$ cat config.mk
export PLATFORM = sky130hd
export DESIGN_NAME = li_shell_wrap
export DESIGN_NICKNAME = d
export VERILOG_FILES = /design/src/rtl/li_shell_pkg.sv /design/src/rtl/li_in_slot.sv /design/src/rtl/li_fire_ctrl.sv /design/src/rtl/li_sum_core.sv /design/src/rtl/li_shell_wrap.sv
export SDC_FILE = /design/constraint.sdc
export NUM_CORES = 1
export LEC_CHECK = 0
export ABC_CLOCK_PERIOD_IN_PS = 8550
export BUFFER_PORTS_ARGS = -buffer_cell sky130_fd_sc_hd__buf_2
export CAP_MARGIN = 0
export CORE_MARGIN = 4
export CORE_UTILIZATION = 35
export DETAILED_ROUTE_END_ITERATION = 16
export GPL_ROUTABILITY_DRIVEN = 0
export GPL_TIMING_DRIVEN = 0
export MAX_ROUTING_LAYER = met4
export PLACE_DENSITY = 0.58
export SETUP_SLACK_MARGIN = 0.4
export SYNTH_ARGS = -nofsm -noshare
export SYNTH_HDL_FRONTEND = slang
export SYNTH_SLANG_ARGS = --single-unit
$ cat constraint.sdc
create_clock -name clk -period 8.55 [get_ports clk]
set_input_delay 1.71 -clock clk [delete_from_list [all_inputs] [get_ports clk]]
set_output_delay 1.71 -clock clk [all_outputs]
set_load 0.02 [all_outputs]
$ cat src/rtl/li_shell_pkg.sv
package li_shell_pkg;
    localparam int unsigned DEF_LANES = 3;
    localparam int unsigned DEF_DW    = 8;

    typedef enum logic {
        SLOT_EMPTY  = 1'b0,
        SLOT_PARKED = 1'b1
    } slot_state_e;
endpackage

$ cat src/rtl/li_in_slot.sv
module li_in_slot
    import li_shell_pkg::*;
#(
    parameter int unsigned DW = DEF_DW
) (
    input  logic          clk,
    input  logic          rst,
    input  logic          wire_valid,
    input  logic [DW-1:0] wire_data,
    input  logic          fire,
    output logic          present,
    output logic [DW-1:0] opnd,
    output logic          stop_up
);
    typedef struct packed {
        slot_state_e   st;
        logic [DW-1:0] data;
    } slot_t;

    slot_t slot_q, slot_d;
    logic  parked;

    assign parked = (slot_q.st == SLOT_PARKED);

    always_comb begin
        slot_d = slot_q;
        if (fire) begin
            // the parked token (if any) is consumed by this firing
            slot_d.st = SLOT_EMPTY;
        end else if (wire_valid) begin
            // token arrived but the core must wait: park it
            slot_d.st   = SLOT_PARKED;
            slot_d.data = wire_data;
        end
        present = parked || wire_valid;
        opnd    = parked ? slot_q.data : wire_data;
        stop_up = (slot_d.st == SLOT_PARKED);
    end

    always_ff @(posedge clk) begin
        if (rst) begin
            slot_q <= '{st: SLOT_EMPTY, data: '0};
        end else begin
            slot_q <= slot_d;
        end
    end
endmodule

$ cat src/rtl/li_fire_ctrl.sv
module li_fire_ctrl
    import li_shell_pkg::*;
#(
    parameter int unsigned LANES = DEF_LANES
) (
    input  logic [LANES-1:0] present,
    input  logic             out_stop,
    output logic             fire
);
    always_comb begin
        fire = (&present) && !out_stop;
    end
endmodule

$ cat src/rtl/li_sum_core.sv
module li_sum_core
    import li_shell_pkg::*;
#(
    parameter int unsigned LANES = DEF_LANES,
    parameter int unsigned DW    = DEF_DW,
    parameter int unsigned SUM_W = DW + $clog2(LANES)
) (
    input  logic                clk,
    input  logic                rst,
    input  logic                fire,
    input  logic [LANES*DW-1:0] opnds,
    output logic                res_valid,
    output logic [SUM_W-1:0]    res_data
);
    typedef struct packed {
        logic             valid;
        logic [SUM_W-1:0] data;
    } res_t;

    res_t res_q, res_d;

    always_comb begin
        logic [SUM_W-1:0] acc;
        acc = '0;
        for (int k = 0; k < int'(LANES); k++) begin
            acc = acc + SUM_W'(opnds[k*DW +: DW]);
        end
        res_d       = res_q;
        res_d.valid = fire;
        if (fire) begin
            res_d.data = acc;
        end
    end

    always_ff @(posedge clk) begin
        if (rst) begin
            res_q <= '{valid: 1'b0, data: '0};
        end else begin
            res_q <= res_d;
        end
    end

    assign res_valid = res_q.valid;
    assign res_data  = res_q.data;
endmodule

$ cat src/rtl/li_shell_wrap.sv
module li_shell_wrap
    import li_shell_pkg::*;
#(
    parameter int unsigned LANES = DEF_LANES,
    parameter int unsigned DW    = DEF_DW,
    localparam int unsigned SUM_W = DW + $clog2(LANES)
) (
    input  logic                clk,
    input  logic                rst,
    input  logic [LANES*DW-1:0] in_data,
    input  logic [LANES-1:0]    in_valid,
    output logic [LANES-1:0]    in_stop,
    output logic                out_valid,
    output logic [SUM_W-1:0]    out_data,
    input  logic                out_stop
);
    logic [LANES-1:0]    present_w;
    logic [LANES*DW-1:0] opnd_w;
    logic                fire_w;

    for (genvar g = 0; g < int'(LANES); g++) begin : g_lane
        li_in_slot #(.DW(DW)) slot_i (
            .clk        (clk),
            .rst        (rst),
            .wire_valid (in_valid[g]),
            .wire_data  (in_data[g*DW +: DW]),
            .fire       (fire_w),
            .present    (present_w[g]),
            .opnd       (opnd_w[g*DW +: DW]),
            .stop_up    (in_stop[g])
        );
    end

    li_fire_ctrl #(.LANES(LANES)) ctrl_i (
        .present  (present_w),
        .out_stop (out_stop),
        .fire     (fire_w)
    );

    li_sum_core #(.LANES(LANES), .DW(DW), .SUM_W(SUM_W)) core_i (
        .clk       (clk),
        .rst       (rst),
        .fire      (fire_w),
        .opnds     (opnd_w),
        .res_valid (out_valid),
        .res_data  (out_data)
    );
endmodule

==> results of run 1 <==
==> metrics by stage <==
step           utilization (%)  cells  total power, uW
6_report                 42.35    390            518.2
2_1_floorplan                -    267            351.5
4_1_cts                  42.35    390            521.3
5_1_grt                  42.35    390            553.8
3_3_place_gp             41.07    384            394.0
3_5_place_dp             41.07    384            397.3
==> cells in the mapped netlist (2+ instances only) <==
master and number:
nand3_1 19, o21ai_0 3, and3_1 2, nor2_2 2
fa_1 2, xor2_1 2, a21o_1 10, a211oi_1 3
clkbuf_1 4, mux2_2 22, ha_1 17, mux2i_1 10
dfxtp_1 38, nand2_1 29, a21oi_1 31, buf_6 2
xnor2_1 7, a31oi_1 2, buf_2 5, nor2_1 18
nand2b_1 4, buf_4 6, nor3_1 6, nand4_1 2
inv_1 6, nand2_2 2
==> flip-flops by register name, summed over array words and instances (netlist names) <==
register / flops
core_i.res_valid: 1
g_lane.slot_i.parked: 3
core_i.res_data: 10
g_lane.slot_i.slot_q: 24
==> metal layers <==
layer	routed length [um]	up-vias	GRT usage (%)	part of all wire (%)
li1	-	1037	-	-
met1	2742	914	18.44	49
met2	2609	32	23.68	47
met3	185	7	3.172	3.3
met4	56	0	3.448	1.0
met5	0	-	-	0
==> layout make-up <==
type                            count  area [um2]  area share, %
Clock buffer                        6       82.58          3.036
Tap cell                           77       96.34          3.542
Multi-Input combinational cell    206        1450          53.31
Sequential cell                    38       760.7          27.97
Inverter                            6       22.52         0.8280
Timing Repair Buffer               40       200.2          7.360
Buffer                             17       107.6          3.956
==> power by group through the flow <==
stage	logic (uW)	clock network, uW	registers, uW
finish	199	124	196
global route	223	134	197
CTS	199	127	196
detailed placement	198	0	200
global placement	195	0	199
floorplan	147	0	205
==> critical path, stage by stage <==
cell and delay [ps]:
buf_4 170, nor2_2 90, nor4_2 630, buf_2 360
nor2_1 60, buf_4 140, buf_2 150
==> final timing paths <==
kind | depth (start not counted) | slack, ps | to
max | 7 | 3530 | in_stop[1]
min | 2 | 450 | g_lane[0].slot_i.slot_q[4]
max reg2reg | 15 | 5330 | core_i.res_data[8]
min reg2reg | 2 | 450 | g_lane[0].slot_i.slot_q[4]
==> cell families (layout without fill, tap and decap cells) <==
group	after synthesis	count (layout)
compound gates	56	56
xor+xnor	9	9
fa+ha+maj	19	19
buf+inv	23	69
flops	38	38
mux	32	32
simple gates	90	90
==> results.md, run 1 <==
- Result of the run: complete, no violations
- Worst r2r src: g_lane[1].slot_i.parked
- Dominant combinational cell family by area after synthesis: simple AND/OR/NAND/NOR gates
- Number of antenna repair diodes: 0
- Post-CTS Hold Fix Bufs: 0
- Arrival time worst endpoint: 3310 ps
- CTS Sinks: 38
- Via count of the first global-routing pass: 2005
- Hold violation total from the final report: 0
- Sw power: between 150 and 200 uW
- Depth of the CTS H-tree: 2
- Fraction of synthesized cell area taken by the top area cell type: 32.50%
- Least setup slack across all paths after layout: approximately 3500 ps
- Cell variety after synth: 39
- Synthesized-area fraction occupied by adder cells: between 10 and 15%
- Final wirelength: 5.594 mm
- Worst Setup End Kind: output port
- Yosys warning count: 0
- Predominant post-synthesis flop cell: dfxtp_1
- Finished layout cell area: 2720 um2
- Total of buffers placed on input and output ports: 40
- Pin count of the biggest net entering global routing: 11
- Antenna violations before repair: 0
- Total negative setup slack: 0 ps
- Share of synthesized flip-flops with an asynchronous set or reset: 0%
- Number of vias in the routed layout: a little under 2000
- Overflow left after global routing: 0
- Final clock period utilization by the worst path: around 59%
- Cell at the root of the clock tree: clkbuf_8
- Global-route wire length before repair: 9.446 mm
- Slew at the pin closest to its max-slew limit: 697.0 ps
- Switching share of power: 34.42%
- Initial Util: between 30% and 40%
- DRT iter0 DRCs: 111
- Xor and xnor fraction of the mapped netlist area: 3.367%
- Maximum buffer depth of the clock tree: 2
- DRC: 0
- Dpl hpwl: 4.293 mm
- Top-level I/O count: 44
- Data required time of the worst path: between 6000 and 7000 ps
- Post-synth EDFFs: 0
- Total die area: 8061 um2
- Tightest slew margin relative to the limit: 53.14%
- Max-Cap Viols: 0
- Total setup buffers inserted after CTS: 0
- Largest cells by area after synthesis: dfxtp_1, mux2_2, ha_1
- Critical hold path startpoint: g_lane[0].slot_i.slot_q[4]
- Worst Skew: 4.413 ps
- Power share of the sequential group: 37.7%
- Synth Area in Compound Gates: 14.43%
- Layout Nets: between 300 and 400
- Min Clock Period, post-route: 5024 ps
- Path category of the worst min-delay check: reg2reg
- Pre-antenna DRT Iters: 4
- Number of nets with antenna violations after detailed routing: 0
- TritonCTS clock tree: done
- Number of cells produced by synthesis: 267
- CTS Buf Count: 5
- FP Rows: 29
- Launching instance or port of the critical path: in_valid[0]
- Layout fillers: 664
- Die extent in x: roughly 90 um
- Detail-routed via count per cell: slightly above 5
- Resized cells post-CTS: 0
- Cell area after technology mapping: 2341 um2
- Library cell occupying the most area in the post-synthesis netlist: dfxtp_1
- Total track usage: 14.52%
- Worst Hold Slack: 454.7 ps
- Placed instance area: 2638 um2
- Most common library cell in the layout ignoring fill and taps: buf_2
- Highest ir drop seen on vdd: 0.00008289 V
- Die Span Y: approximately 90 um
- CP max FO: 10
- Maximum achievable frequency: approximately 200 MHz
- Post-synthesis mux area share: around 15%
- Post-Synth Simple-Gate Area: 18.49%
- Number of register bits inferred by synthesis: 38
- Cell-internal power: 339.9 uW
- Type of the worst setup path: in2out
- Worst-path clk slew: 70 ps
- Fraction of the yosys area taken by sequential cells: 32.50%
- Pre-CTS setup slack: approximately 3500 ps
- Per-cell routed wire length: 14.34 um
- Post-synthesis to final-layout area growth: 16.19%
- Syn_nets: roughly 320
- Unrepaired setup endpoints after global routing: false
- Area of the placeable core: 6422 um2
- Portion of total power attributed to the clock network: between 20% and 30%
- Number of slew-limit violations in the final report: 0
- Ratio of total power to cell area: about 190 nW/um2
- Proportion of layout cells with a drive suffix above 1: between 20% and 30%
- Pleak: 0.001263 uW
- Critical path startpoint category: input port
- Mean post-synth cell area: 8.768 um2
- Highest-count cells in the layout ignoring fill and taps: buf_2, dfxtp_1, a21oi_1
- Final setup viols: 0
- Skew-Pair Late Insertion Delay: 290 ps
- Part of the total power dissipated in combinational logic: 38.3%
Note: power is estimated with default switching activity, not from simulation.
==> inputs of run 2 (changes only) <==
--- a/config.mk
+++ b/config.mk
@@ -5,7 +5,8 @@
 export SDC_FILE = /design/constraint.sdc
 export NUM_CORES = 1
 export LEC_CHECK = 0
-export ABC_CLOCK_PERIOD_IN_PS = 8550
+export ABC_AREA = 1
+export ABC_CLOCK_PERIOD_IN_PS = 4700
 export BUFFER_PORTS_ARGS = -buffer_cell sky130_fd_sc_hd__buf_2
 export CAP_MARGIN = 0
 export CORE_MARGIN = 4
@@ -14,7 +15,7 @@
 export GPL_ROUTABILITY_DRIVEN = 0
 export GPL_TIMING_DRIVEN = 0
 export MAX_ROUTING_LAYER = met4
-export PLACE_DENSITY = 0.58
+export PLACE_DENSITY = 0.57
 export SETUP_SLACK_MARGIN = 0.4
 export SYNTH_ARGS = -nofsm -noshare
 export SYNTH_HDL_FRONTEND = slang
==> constraint.sdc (replaced) <==
create_clock -name clk -period 4.7 [get_ports clk]
set_input_delay 0.94 -clock clk [delete_from_list [all_inputs] [get_ports clk]]
set_output_delay 0.94 -clock clk [all_outputs]
set_load 0.02 [all_outputs]
==> run 2 against run 1 <==
Net effect: register-to-register slack worse by 3800 ps; global-route usage grew 0.91 points; synthesized cell count grew 33%; critical path type is now in2reg.
==> results.md, run 2 <==
- Result of the run: complete, no violations
- Cell variety after synth: 28
- Family of cells with the greatest summed delay on the critical path: adder cells
- FP Rows: 30
- Initial Util: between 30% and 40%
- Post-synth EDFFs: 0
- Pre-antenna DRT Iters: 4
- Largest cells by area after synthesis: dfxtp_1, a21oi_1, ha_1
- Slowest Stage Delay on Critical Path: between 300 and 400 ps
- Share of synthesized flip-flops with an asynchronous set or reset: 0%
- Syn_nets: 404
- Path category of the worst min-delay check: reg2reg
- Worst flop-to-flop path endpoint: core_i.res_data[7]
- Area taken by multi-input logic gates: 1375 um2
- Depth of the CTS H-tree: 2
- Ratio of total power to cell area: 376.5 nW/um2
- Register with the highest flop count: g_lane.slot_i.slot_q
- Cell at the root of the clock tree: clkbuf_8
- Dpl hpwl: around 4.8 mm
- TritonCTS clock tree: done
- DRT iter0 DRCs: 57
- Critical path startpoint category: input port
- Skew-Pair Late Insertion Delay: roughly 300 ps
- Die extent in x: 92.22 um
- Number of slew-limit violations in the final report: 0
- Via count of the first global-routing pass: approximately 2300
- Slew at the pin closest to its max-slew limit: 557.2 ps
- Most common library cell in the layout ignoring fill and taps: inv_1
- Maximum buffer depth of the clock tree: 2
- Total negative setup slack: 0 ps
- Total of buffers placed on input and output ports: 43
- Pleak: 0.001461 uW
- Detail-routed via count per cell: 4.663
- Final clock period utilization by the worst path: 68.04%
- Worst Setup End Kind: flop
- Critical hold path startpoint: g_lane[1].slot_i.slot_q[5]
- Tightest slew margin relative to the limit: 62.86%
- Number of flip-flops under the largest register name: 24
- Yosys warning count: 0
- Endpoint of the worst hold path: g_lane[1].slot_i.slot_q[5]
- Global-route wire length before repair: 10.21 mm
- Data required time of the worst path: 4900 ps
- Final wirelength: 5.971 mm
- Maximum achievable frequency: 312.7 MHz
- Overflow left after global routing: 0
- Unrepaired setup endpoints after global routing: false
- Most used standard cell by instance count after synthesis: inv_1
- Cell area after technology mapping: 2482 um2
- Number of vias in the routed layout: 2341
- Number of cells on the worst hold path: 2
- Die Span Y: 92.22 um
- Number of antenna repair diodes: 0
- Highest ir drop seen on vdd: 0.0001422 V
- Top cells by count, synth: inv_1, nand2_1, a21oi_1
- Area of the placeable core: 6832 um2
- Max-Cap Viols: 0
- Number of cells produced by synthesis: 355
- List of cells traversed by the critical path: buf_2, nor2_1, a21oi_1, ha_1, inv_1, fa_1, nand3b_1, nand2_1, a31oi_1, xor2_1, ha_1, nand2_1, inv_1, a21oi_1, nand2_1, nand2_1, nand3_1, nand2_1, inv_1
- CP max FO: 4
- Fraction of synthesized cell area taken by the top area cell type: 30.65%
- Arrival time worst endpoint: around 3400 ps
- Post-synthesis to final-layout area growth: 17.34%
- Top-level I/O count: 44
- Final instance count without filler cells: 502
- Layout Nets: 454
- Register-to-register path setup slack: between 1500 and 2000 ps
- Cell with the largest stage delay on the worst path: fa_1
- Antenna violations before repair: 0
- Hold violation total from the final report: 0
- CTS Buf Count: 5
- Critical Path Most Common Cell: nand2_1
- Worst Skew: between 5 and 6 ps
- Number of register bits inferred by synthesis: 38
- Resized cells post-CTS: 0
- Worst r2r src: g_lane[0].slot_i.parked
- Highest-count cells in the layout ignoring fill and taps: inv_1, nand2_1, a21oi_1
- R2R cell count: 19
- Library cell occupying the most area in the post-synthesis netlist: dfxtp_1
- Total track usage: 15.42%
- Predominant post-synthesis flop cell: dfxtp_1
- Final setup viols: 0
- CTS Sinks: 38
- Per-cell routed wire length: 11.89 um
- Type of the worst setup path: in2reg
- Number of nets with antenna violations after detailed routing: 0
- Buffers and inverters on the worst path: 4
- Layout fillers: 779
- Min Clock Period, post-route: 3198 ps
- Proportion of layout cells with a drive suffix above 1: 20.44%
- Mean post-synth cell area: 6.993 um2
- Total setup buffers inserted after CTS: 0
- Area used by sequential logic in the layout: ~760 um2
- Worst-path clk slew: ~80 ps
- Final cell utilization of the core: 42.64%
- Fraction of the yosys area taken by sequential cells: 30.65%
- # placed instances: 494
- DRC: 0
- Post-CTS Hold Fix Bufs: 0
- Pin count of the biggest net entering global routing: 13
- Total die area: 8504 um2
==> run 2: changes by cell type after synthesis, moves of 10 or more <==
cell     delta
mux2i_1    -10
nor2_1     +26
a21oi_1    +17
o21ai_0    +22
nand2_1    +23
mux2_2     -20
inv_1      +50
==> run 2: cell type report <==
| class | count | area share [%] |
|---|---|---|
| multi-input cells | 243 | 47.21 |
| flip-flops and latches | 38 | 26.12 |
| repair buffers | 43 | 7.388 |
| inverters | 56 | 7.217 |
| plain buffers | 18 | 4.682 |
| well taps | 96 | 4.124 |
| clock buffers | 6 | 2.835 |
| clock inverters | 2 | 0.4296 |
==> run 2: cell families after synthesis <==
| kind of cell | Yosys count | synth area share (%) |
|---|---|---|
| XOR/XNOR | 8 | 2.823 |
| AO/OA/AOI/OAI | 91 | 20.31 |
| flip-flops | 38 | 30.65 |
| adder cells (fa/ha/maj) | 19 | 10.18 |
| buffers and inverters | 74 | 13.96 |
| AND/OR/NAND/NOR | 123 | 21.17 |
| multiplexers | 2 | 0.9072 |
==> run 2: power by group <==
group,switching (uW),internal (uW),leakage (uW)
combinational,301,192,0.00110
clock,128,118,0.0000472
sequential,8.14,348,0.000314
==> run 2: worst max path at each step <==
stage / start / end / slack [ps] / cells past startpoint
final: in_data[0] / core_i.res_data[7] / 1500 / 19
after global routing: in_data[0] / core_i.res_data[8] / 1200 / 20
after CTS: in_data[0] / core_i.res_data[7] / 1490 / 19
after detailed placement: in_data[0] / core_i.res_data[7] / 1160 / 19
after global placement: in_data[0] / core_i.res_data[7] / 1210 / 19
after floorplan: in_data[0] / core_i.res_data[7] / 1560 / 18
==> run 2: worst register-to-register path, delay by kind of cell, from the launching register on <==
| kind | cells | cell delay (ps) |
|---|---|---|
| flops | 1 | 320 |
| simple gates | 7 | 650 |
| buf+inv | 5 | 480 |
| xor+xnor | 1 | 170 |
| fa+ha+maj | 3 | 900 |
| compound gates | 3 | 530 |
==> run 2: per-layer routing <==
metal | global-route usage [%] | vias to the layer above | share of wire, %
li1 | - | 1233 | -
met1 | 18.43 | 1053 | 47
met2 | 25.43 | 43 | 48
met4 | 5.941 | 0 | 2.0
met5 | - | - | 0
met3 | 3.281 | 12 | 3.5
==> run 2: per-stage QoR <==
step	instance area [um2]	setup WS (ps)	total power, uW	hold WS, ps
finish	2913	1502	1097	457.8
global route	2913	1202	1205	482.2
CTS	2913	1490	1113	459.9
detailed placement	2818	1163	861.9	447.5
global placement	2818	1213	858.6	439.4
floorplan	2482	1558	747.3	429.3
==> inputs of run 3 (changes only) <==
--- a/config.mk
+++ b/config.mk
@@ -6,7 +6,7 @@
 export NUM_CORES = 1
 export LEC_CHECK = 0
 export ABC_AREA = 1
-export ABC_CLOCK_PERIOD_IN_PS = 4700
+export ABC_CLOCK_PERIOD_IN_PS = 2800
 export BUFFER_PORTS_ARGS = -buffer_cell sky130_fd_sc_hd__buf_2
 export CAP_MARGIN = 0
 export CORE_MARGIN = 4
@@ -15,7 +15,7 @@
 export GPL_ROUTABILITY_DRIVEN = 0
 export GPL_TIMING_DRIVEN = 0
 export MAX_ROUTING_LAYER = met4
-export PLACE_DENSITY = 0.57
+export PLACE_DENSITY = 0.59
 export SETUP_SLACK_MARGIN = 0.4
 export SYNTH_ARGS = -nofsm -noshare
 export SYNTH_HDL_FRONTEND = slang
==> constraint.sdc (replaced) <==
create_clock -name clk -period 2.8 [get_ports clk]
set_input_delay 0.56 -clock clk [delete_from_list [all_inputs] [get_ports clk]]
set_output_delay 0.56 -clock clk [all_outputs]
set_load 0.02 [all_outputs]
==> run 3 against run 2 <==
Net effect: the flow now finishes with violations (negative setup slack); via count is 1.6% higher; largest power group unchanged; clock skew is 0.64 ps lower; wire length is 7.5% higher; sequential power is 68% higher; final cell count is 2.8% higher; critical path depth is 2 higher; highest routed layer unchanged; clock power is 51% higher; sequential share of layout area is 2.9 points lower; sequential cell count stayed put; non-clock buffer count is 15 higher.
==> results.md, run 3 (same netlist as run 2, synthesis figures left out) <==
- Die extent in x: 92.22 um
- Result of the run: finished, violations left
- Number of flip-flops under the largest register name: 24
- Least setup slack across all paths after layout: -30.67 ps
- Maximum achievable frequency: 353.3 MHz
- Worst Setup End Kind: flop
- R2R cell count: 21
- Type of the worst setup path: reg2reg
- Top-level I/O count: between 40 and 50
- Post-synthesis to final-layout area growth: 32.36%
- Per-cell routed wire length: between 10 and 15 um
- Most common library cell in the layout ignoring fill and taps: inv_1
- Total die area: 8504 um2
- Number of slew-limit violations in the final report: 0
- Final setup viols: 4
- DRT iter0 DRCs: approximately 100
- CTS Buf Count: 5
- DRC: 0
- FP Rows: 30
- Cell at the root of the clock tree: clkbuf_8
- Placed instance area: 2861 um2
- Pin count of the biggest net entering global routing: 12
- Max-Cap Viols: 0
- Tightest slew margin relative to the limit: about two thirds
- Register-to-register path setup slack: -30 ps
- Pleak: 0.001576 uW
- Path category of the worst min-delay check: reg2reg
- Unrepaired setup endpoints after global routing: true
- Final clock period utilization by the worst path: 101.1%
- Detail-routed via count per cell: 4.610
- Maximum buffer depth of the clock tree: 2
- Arrival time worst endpoint: roughly 3000 ps
- Worst Skew: 5.056 ps
- Post-CTS Hold Fix Bufs: 0
- Top layer reached by signal wires: met4
- Final cell utilization of the core: 48.10%
- Min Clock Period, post-route: 2831 ps
- Proportion of layout cells with a drive suffix above 1: 33.33%
- Overflow left after global routing: 0
- Global-route wire length before repair: 10.50 mm
- Worst flop-to-flop path endpoint: core_i.res_data[8]
- CP max FO: 8
- Via count of the first global-routing pass: ~2300
- Worst-path clk slew: 80 ps
- Met3 routed wirelength: 215 um
- Die Span Y: 92.22 um
- Data required time of the worst path: 3000 ps
- Pre-antenna DRT Iters: 4
- Layout Nets: 469
- Area of the placeable core: 6832 um2
- Ratio of total power to cell area: 652.9 nW/um2
- Register with the highest flop count: g_lane.slot_i.slot_q
- Number of nets with antenna violations after detailed routing: 0
- WL met2: 3.270 mm
- Failing checks: negative setup slack
- Slew at the pin closest to its max-slew limit: 513.7 ps
- Antenna violations before repair: 0
- Detailed-route wire length on metal 1: 2.865 mm
- Dpl hpwl: between 4 and 5 mm
- Number of vias in the routed layout: between 2000 and 2500
- Final wirelength: 6.421 mm
- Skew-Pair Late Insertion Delay: 290 ps
- Critical path startpoint category: flop
- Highest ir drop seen on vdd: 0.0003661 V
- Finished layout cell area: around 3300 um2
- Total of buffers placed on input and output ports: 43
- Highest-count cells in the layout ignoring fill and taps: inv_1, nand2_1, buf_2
- Hold violation total from the final report: 0
- TritonCTS clock tree: done
- Worst Hold Slack: 456.0 ps
- Number of antenna repair diodes: 0
- Launching instance or port of the critical path: g_lane[0].slot_i.parked
- Number of cells on the worst hold path: 2
- Total track usage: around 16%
- Initial Util: between 30% and 40%
- End point of the critical path: core_i.res_data[8]
- Worst r2r src: g_lane[0].slot_i.parked
- Depth of the CTS H-tree: 2
- CTS Sinks: 38
==> run 3: worst min-delay path by stage <==
stage / start / end
after floorplan: g_lane[0].slot_i.slot_q[4] / g_lane[0].slot_i.slot_q[4]
after global placement: g_lane[2].slot_i.slot_q[5] / g_lane[2].slot_i.slot_q[5]
after detailed placement: g_lane[2].slot_i.slot_q[4] / g_lane[2].slot_i.slot_q[4]
after CTS: g_lane[2].slot_i.slot_q[4] / g_lane[2].slot_i.slot_q[4]
after global routing: g_lane[0].slot_i.slot_q[4] / g_lane[0].slot_i.slot_q[4]
final: g_lane[0].slot_i.slot_q[4] / g_lane[0].slot_i.slot_q[4]
==> run 3: repair_timing <==
action / in CTS / in global routing
gates resized for setup: 22 / 30
pin swaps: 23 / 16
setup buffers: 8 / 7
setup endpoints to repair: 8 / 10
==> run 3: critical path: stages (launching register included) <==
cell and delay [ps]:
dfxtp_2 320, buf_6 130, clkbuf_16 150, a21oi_4 150, ha_4 160, inv_2 30, fa_2 320, nand3b_1 170
nand2_2 110, a31oi_4 100, xor2_2 160, ha_1 350, nand2_1 90, inv_1 40, nand2_1 50, nand2_1 70
inv_1 60, nand2_1 40, nand2_1 60, nand3_1 70, nand2_1 60, inv_1 30
==> run 3: area by class of cell <==
| cell class | instances | area [um2] |
|---|---|---|
| multi-input cells | 243 | 1594 |
| well taps | 96 | 120.1 |
| plain buffers | 18 | 173.9 |
| clock buffers | 5 | 68.82 |
| fillers | 692 | 3546 |
| clock inverters | 2 | 10.01 |
| flip-flops and latches | 38 | 762.0 |
| inverters | 56 | 210.2 |
| repair buffers | 58 | 346.6 |
==> run 3: through the flow <==
stage                     setup TNS (ps)  total power (uW)  std cells  worst slack (ps)
after floorplan                        0              1273        355             130.2
after global placement            -857.0              1463        494            -240.8
after detailed placement           -1088              1470        494            -282.5
after CTS                         -203.2              1981        509            -75.77
after global routing               -1041              2329        516            -214.6
final                             -67.94              2145        516            -30.67
==> run 3: metal layers <==
layer | vias up | track usage [%]
li1 | 1254 | -
met1 | 1075 | 19.26
met2 | 42 | 26.82
met3 | 8 | 3.363
met4 | 0 | 4.208
met5 | - | -
==> run 3: power breakdown <==
| part | internal (uW) | switching, uW |
|---|---|---|
| registers | 585 | 14.0 |
| logic | 534 | 640 |
| clock network | 168 | 205 |
| total | 1290 | 859 |
